`src/rtl/thr_pkg.sv`:
```
// Package: shared constants for the throttle calculator.
// Assumes the percent scale is full speed = 200 half-percent units.
package thr_pkg;
    localparam int FULL_HALF_PCT = 200;

    // Half-percent units represented by one throttle step.
    function automatic int half_pct_per_step(input int steps);
        return FULL_HALF_PCT / steps;
    endfunction
endpackage

```
`src/rtl/thr_delta.sv`:
```
// Stage 1: registers the temperature differences and coefficients.
// Holds the previous sampled temperature. The first sample after reset
// yields a zero rate difference. Updates only when smp_vld is high.
module thr_delta #(
    parameter int TEMP_W = 12,
    parameter int COEF_W = 8,
    localparam int DIFF_W = TEMP_W + 1
) (
    input  logic                     clk,
    input  logic                     rst_n,
    input  logic                     smp_vld,
    input  logic signed [TEMP_W-1:0] temp_now,
    input  logic signed [TEMP_W-1:0] temp_goal,
    input  logic        [COEF_W-1:0] k_rate,
    input  logic        [COEF_W-1:0] k_err,
    output logic                     d_vld,
    output logic signed [DIFF_W-1:0] d_rate,
    output logic signed [DIFF_W-1:0] d_err,
    output logic        [COEF_W-1:0] k_rate_q,
    output logic        [COEF_W-1:0] k_err_q
);
    logic signed [TEMP_W-1:0] prev_q;
    logic                     seen_q;
    logic signed [DIFF_W-1:0] rate_c;
    logic signed [DIFF_W-1:0] err_c;

    // Form both differences at full width, with no overflow possible.
    always_comb begin
        rate_c = seen_q ? (DIFF_W'(temp_now) - DIFF_W'(prev_q)) : '0;
        err_c  = DIFF_W'(temp_now) - DIFF_W'(temp_goal);
    end

    // Capture the differences and coefficients, and remember the sample.
    always_ff @(posedge clk) begin
        if (!rst_n) begin
            prev_q   <= '0;
            seen_q   <= 1'b0;
            d_vld    <= 1'b0;
            d_rate   <= '0;
            d_err    <= '0;
            k_rate_q <= '0;
            k_err_q  <= '0;
        end else begin
            d_vld <= smp_vld;
            if (smp_vld) begin
                prev_q   <= temp_now;
                seen_q   <= 1'b1;
                d_rate   <= rate_c;
                d_err    <= err_c;
                k_rate_q <= k_rate;
                k_err_q  <= k_err;
            end
        end
    end
endmodule

```
`src/rtl/thr_correct.sv`:
```
// Stage 2: weighted sum of the two differences.
// The coefficients are unsigned. The result is in the combined
// fraction units of temperature times coefficient.
module thr_correct #(
    parameter int DIFF_W = 13,
    parameter int COEF_W = 8,
    localparam int PROD_W = DIFF_W + COEF_W + 1,
    localparam int CORR_W = PROD_W + 1
) (
    input  logic                     clk,
    input  logic                     rst_n,
    input  logic                     d_vld,
    input  logic signed [DIFF_W-1:0] d_rate,
    input  logic signed [DIFF_W-1:0] d_err,
    input  logic        [COEF_W-1:0] k_rate_q,
    input  logic        [COEF_W-1:0] k_err_q,
    output logic                     c_vld,
    output logic signed [CORR_W-1:0] corr
);
    logic signed [PROD_W-1:0] p_rate;
    logic signed [PROD_W-1:0] p_err;

    // Signed products, with the coefficients zero-extended.
    always_comb begin
        p_rate = PROD_W'(d_rate) * PROD_W'($signed({1'b0, k_rate_q}));
        p_err  = PROD_W'(d_err)  * PROD_W'($signed({1'b0, k_err_q}));
    end

    // Register the sum together with its valid flag.
    always_ff @(posedge clk) begin
        if (!rst_n) begin
            c_vld <= 1'b0;
            corr  <= '0;
        end else begin
            c_vld <= d_vld;
            if (d_vld) begin
                corr <= CORR_W'(p_rate) + CORR_W'(p_err);
            end
        end
    end
endmodule

```
`src/rtl/thr_level.sv`:
```
// Stage 3: turns the correction into a throttle step change and holds
// the level. The division by one step truncates toward zero. The result
// is clamped to 1..NUM_STEPS and reported as steps and half-percents.
module thr_level #(
    parameter int CORR_W    = 23,
    parameter int FRAC_BITS = 8,
    parameter int NUM_STEPS = 8,
    localparam int LVL_W = $clog2(NUM_STEPS + 1),
    localparam int PCT_W = $clog2(thr_pkg::FULL_HALF_PCT + 1)
) (
    input  logic                     clk,
    input  logic                     rst_n,
    input  logic                     c_vld,
    input  logic signed [CORR_W-1:0] corr,
    output logic                     out_vld,
    output logic        [LVL_W-1:0]  perf_step,
    output logic        [PCT_W-1:0]  perf_pct
);
    localparam logic signed [CORR_W-1:0] STEP_Q =
        CORR_W'((100 << FRAC_BITS) / NUM_STEPS);
    localparam logic signed [CORR_W-1:0] LO_Q = CORR_W'(1);
    localparam logic signed [CORR_W-1:0] HI_Q = CORR_W'(NUM_STEPS);
    localparam int HALF_PER_STEP = thr_pkg::half_pct_per_step(NUM_STEPS);

    logic signed [CORR_W-1:0] adj;
    logic signed [CORR_W-1:0] cand;
    logic        [LVL_W-1:0]  lvl_next;

    // Negated correction in whole steps, added to the level and clamped.
    always_comb begin
        adj  = -(corr / STEP_Q);
        cand = $signed({{(CORR_W-LVL_W){1'b0}}, perf_step}) + adj;
        if (cand < LO_Q) begin
            lvl_next = LVL_W'(1);
        end else if (cand > HI_Q) begin
            lvl_next = LVL_W'(NUM_STEPS);
        end else begin
            lvl_next = cand[LVL_W-1:0];
        end
    end

    // Hold the level, and post a new one with a single-cycle pulse.
    always_ff @(posedge clk) begin
        if (!rst_n) begin
            out_vld   <= 1'b0;
            perf_step <= LVL_W'(NUM_STEPS);
            perf_pct  <= PCT_W'(thr_pkg::FULL_HALF_PCT);
        end else begin
            out_vld <= c_vld;
            if (c_vld) begin
                perf_step <= lvl_next;
                perf_pct  <= PCT_W'(lvl_next) * PCT_W'(HALF_PER_STEP);
            end
        end
    end
endmodule

```
`src/rtl/thr_throttle.sv`:
```
// Top level: passive cooling throttle calculator built as a three-stage
// pipeline (differences, weighted sum, step update). Assumes sample_vld
// is a one-cycle strobe. The result appears three cycles later.
module thr_throttle #(
    parameter int TEMP_W    = 12,
    parameter int COEF_W    = 8,
    parameter int FRAC_BITS = 8,
    parameter int NUM_STEPS = 8,
    localparam int DIFF_W = TEMP_W + 1,
    localparam int CORR_W = DIFF_W + COEF_W + 2,
    localparam int LVL_W  = $clog2(NUM_STEPS + 1),
    localparam int PCT_W  = $clog2(thr_pkg::FULL_HALF_PCT + 1)
) (
    input  logic                     clk,
    input  logic                     rst_n,
    input  logic                     sample_vld,
    input  logic signed [TEMP_W-1:0] temp_now,
    input  logic signed [TEMP_W-1:0] temp_goal,
    input  logic        [COEF_W-1:0] k_rate,
    input  logic        [COEF_W-1:0] k_err,
    output logic                     out_vld,
    output logic        [LVL_W-1:0]  perf_step,
    output logic        [PCT_W-1:0]  perf_pct
);
    logic                     d_vld;
    logic signed [DIFF_W-1:0] d_rate;
    logic signed [DIFF_W-1:0] d_err;
    logic        [COEF_W-1:0] k_rate_q;
    logic        [COEF_W-1:0] k_err_q;
    logic                     c_vld;
    logic signed [CORR_W-1:0] corr;

    thr_delta #(.TEMP_W(TEMP_W), .COEF_W(COEF_W)) u_delta (
        .clk(clk), .rst_n(rst_n), .smp_vld(sample_vld),
        .temp_now(temp_now), .temp_goal(temp_goal),
        .k_rate(k_rate), .k_err(k_err),
        .d_vld(d_vld), .d_rate(d_rate), .d_err(d_err),
        .k_rate_q(k_rate_q), .k_err_q(k_err_q)
    );

    thr_correct #(.DIFF_W(DIFF_W), .COEF_W(COEF_W)) u_correct (
        .clk(clk), .rst_n(rst_n), .d_vld(d_vld),
        .d_rate(d_rate), .d_err(d_err),
        .k_rate_q(k_rate_q), .k_err_q(k_err_q),
        .c_vld(c_vld), .corr(corr)
    );

    thr_level #(.CORR_W(CORR_W), .FRAC_BITS(FRAC_BITS), .NUM_STEPS(NUM_STEPS)) u_level (
        .clk(clk), .rst_n(rst_n), .c_vld(c_vld), .corr(corr),
        .out_vld(out_vld), .perf_step(perf_step), .perf_pct(perf_pct)
    );
endmodule

```
`config.mk`:
```
export PLATFORM = sky130hd
export DESIGN_NAME = thr_throttle
export DESIGN_NICKNAME = d
export VERILOG_FILES = /design/src/rtl/thr_pkg.sv /design/src/rtl/thr_delta.sv /design/src/rtl/thr_correct.sv /design/src/rtl/thr_level.sv /design/src/rtl/thr_throttle.sv
export SDC_FILE = /design/constraint.sdc
export NUM_CORES = 1
export LEC_CHECK = 0
export BUFFER_PORTS_ARGS = -buffer_cell sky130_fd_sc_hd__buf_2
export CAP_MARGIN = 20
export CORE_MARGIN = 2
export CORE_UTILIZATION = 59
export CTS_BUF_LIST = sky130_fd_sc_hd__clkbuf_2 sky130_fd_sc_hd__clkbuf_4 sky130_fd_sc_hd__clkbuf_8
export DETAILED_ROUTE_END_ITERATION = 8
export PLACE_DENSITY = 0.85
export SKIP_CTS_REPAIR_TIMING = 1
export SLEW_MARGIN = 25
export SYNTH_ARGS = -nofsm -noshare
export SYNTH_HDL_FRONTEND = slang
export SYNTH_SLANG_ARGS = --single-unit
```
`constraint.sdc`:
```
create_clock -name clk -period 11.35 [get_ports clk]
set_clock_uncertainty 0.15 [all_clocks]
set_input_delay 2.8375 -clock clk [delete_from_list [all_inputs] [get_ports clk]]
set_output_delay 2.8375 -clock clk [all_outputs]
set_load 0.03 [all_outputs]
```
==> impl_metrics.tcl <==
set metrics [dict create \
    rsz0062_at_grt "yes" \
    drc 0 \
    hold_class "reg -> reg" \
    root_buffer "clkbuf_8" \
    cts_buffers 9 \
    worstSetupEndpointType "flop" \
    portBuffers 55 \
    dr.pass1.iters 6 \
    clkSinkCount 90 \
    synth_ff_type "dfxtp_1" \
    multi_input_area_um2 13000 \
    clk_path_buf_depth 2 \
    finalCriticalPeriod_ns 11.53 \
    worstSetupPathType "reg -> reg" \
    yosys_warnings 0 \
    relSlewSlack 0.223 \
    grt_util_met3 0.0398 \
    rows 59 \
    regArea_um2 1800 \
    use_met1 0.356 \
    outcome "finished, violations left" \
    min-delay-start "u_level.perf_pct[3]" \
    layout_common_cells "284 x inv_1, 209 x fa_1, 185 x buf_4" \
    diodes 0 \
    min_period_over_period 1.02 \
    setup_tns_ns -0.476 \
    yosysSeqAreaShare 0.116 \
    startpoint "u_correct.corr[5]" \
    synth-edff-count 0 \
    antenna_found_initial 0 \
    reg2regPathDepth 51 \
    cp-endpoint "u_level.perf_pct[6]" \
    r2r_end "u_level.perf_pct[6]" \
    violations "negative setup slack" \
    routed_via_density 5.77 \
    max_stage_delay_ns 0.56 \
    num-nets-final 2339 \
    start_kind "flop" \
    slowest_stage "or4_4" \
    clk_pin_slew_ns 0.10 \
    drtIter0Drc 949 \
    placed_cells 2268 \
    fin_ws_ns -0.183 \
    final_common_cell "inv_1" \
    antenna_left 0 \
    die_area_um2 27700 \
    cts_tree "built" \
    clk_latency_ns 0.41 \
    grt_usage 0.285 \
    slew_violations 0 \
    fmax_mhz 86.7 \
    syn_nets 2160 \
    post-route-util 0.701 \
    timing.rr.start "u_correct.corr[5]" \
    timing_worst_slew_pin_value_ns 1.16 \
    place_hpwl_um 31300 \
    ios 56 \
    fill_cells 1904 \
    grt_pass1_wl_um 65800 \
    hold_viol 0 \
    rrSetupSlack_ns -0.18 \
    crit_arrival_ns 11.63 \
    syn-mean-instance-area_um2 8.71 \
    grt_pass1_vias 14034 \
    path_max_fanout 7 \
    async_flop_share 0 \
    core_um2 26000 \
    grt_start_max_net_pins 92 \
    stdcell_count 2306 \
    routabilityCongestion 0.898 \
    htreeDepth 3 \
    syn_inst 1787 \
    top_usage_layer "met2" \
    wirelength_um 39400 \
    drive_above_1_share 0.202 \
    syn_to_final_growth_pct 17.1 \
    cap_violations 0 \
    die_h_um 166 \
    routedWlPerCell_um 17.1 \
    required_ns 11.45 \
    die_w_um 166 \
    grt_use_met2 0.505 \
    syn_area_um2 15600 \
    num_vias 13306 \
    grt.overflow.total 0 \
    start_util 0.599 \
    ys_ff_latch 90 \
    setup_viol_count_final 3 \
    ys_types 95 \
]
registers in the layout, indices dropped and copies added (netlist names), 8 cells and up:
register,cells
u_delta.k_err_q,8
u_level.perf_pct,8
u_delta.prev_q,12
u_correct.corr,23
u_delta.d_err,13
u_delta.d_rate,13
u_delta.k_rate_q,8
critical path: cells and delay by family, from the launching register on:
kind | cells | cell delay (ns)
compound gates | 19 | 3.98
simple gates | 13 | 3.16
fa+ha+maj | 8 | 2.03
buf+inv | 6 | 0.84
mux | 3 | 0.59
flops | 1 | 0.33
xor+xnor | 2 | 0.29
through the flow:
step	setup slack [ns]	instance area, um2	hold WS [ns]
finish	-0.183	18200	0.339
global route	-0.801	18200	0.381
CTS	-0.540	17400	0.350
detailed placement	-0.498	17200	0.322
global placement	-0.157	17200	0.309
floorplan	0.0119	15600	0.300
logic make-up after synthesis:
logic type / share of synthesized area
flip-flops: 0.116
AND/OR/NAND/NOR: 0.180
adder cells (fa/ha/maj): 0.372
multiplexers: 0.0482
AO/OA/AOI/OAI: 0.141
XOR/XNOR: 0.0521
buffers and inverters: 0.0908
cells in the mapped netlist (all sizes together), types with 8 or more instances:
master	number	area, um2
xnor2	65	592
clkbuf	58	218
a21oi	63	353
nor2	49	184
o22ai	17	113
o21bai	19	143
nand3	29	150
nor3	16	90.1
dfxtp	90	1800
nand4	9	56.3
inv	286	1070
o211ai	10	85.1
a211oi	8	60.1
nor4	10	81.3
fa	211	4220
buf	20	121
a31oi	16	125
o31ai	8	60.1
a21o	42	315
nor2b	66	415
and3	11	68.8
ha	119	1490
xor2	25	219
o211a	9	90.1
o21ai	46	238
nand2	168	631
and2	135	845
mux2i	71	727
area by class of cell:
cell class	instances	area share
clock inverters	7	0.00364
inverters	286	0.0589
multi-input cells	1333	0.713
clock buffers	9	0.00680
flip-flops and latches	90	0.0990
repair buffers	246	0.0953
well taps	335	0.0230
worst min-delay path by stage:
stage                                endpoint  slack, ns  depth (start not counted)
after CTS                 u_level.perf_pct[3]       0.35                          2
after global routing           u_delta.seen_q       0.38                          1
final                     u_level.perf_pct[3]       0.34                          2
after detailed placement  u_level.perf_pct[3]       0.32                          2
after global placement    u_level.perf_pct[3]       0.31                          2
after floorplan                u_delta.seen_q       0.30                          1
per-layer routing:
| layer | routed length (um) | part of all wire |
|---|---|---|
| met5 | 0 | 0 |
| met4 | 1060 | 0.027 |
| met3 | 2470 | 0.063 |
| met2 | 20200 | 0.51 |
| met1 | 15700 | 0.40 |
Power is left out: the tool's default activity adds up to more than one toggle a clock period on the data nets, which glitch-free logic cannot reach.
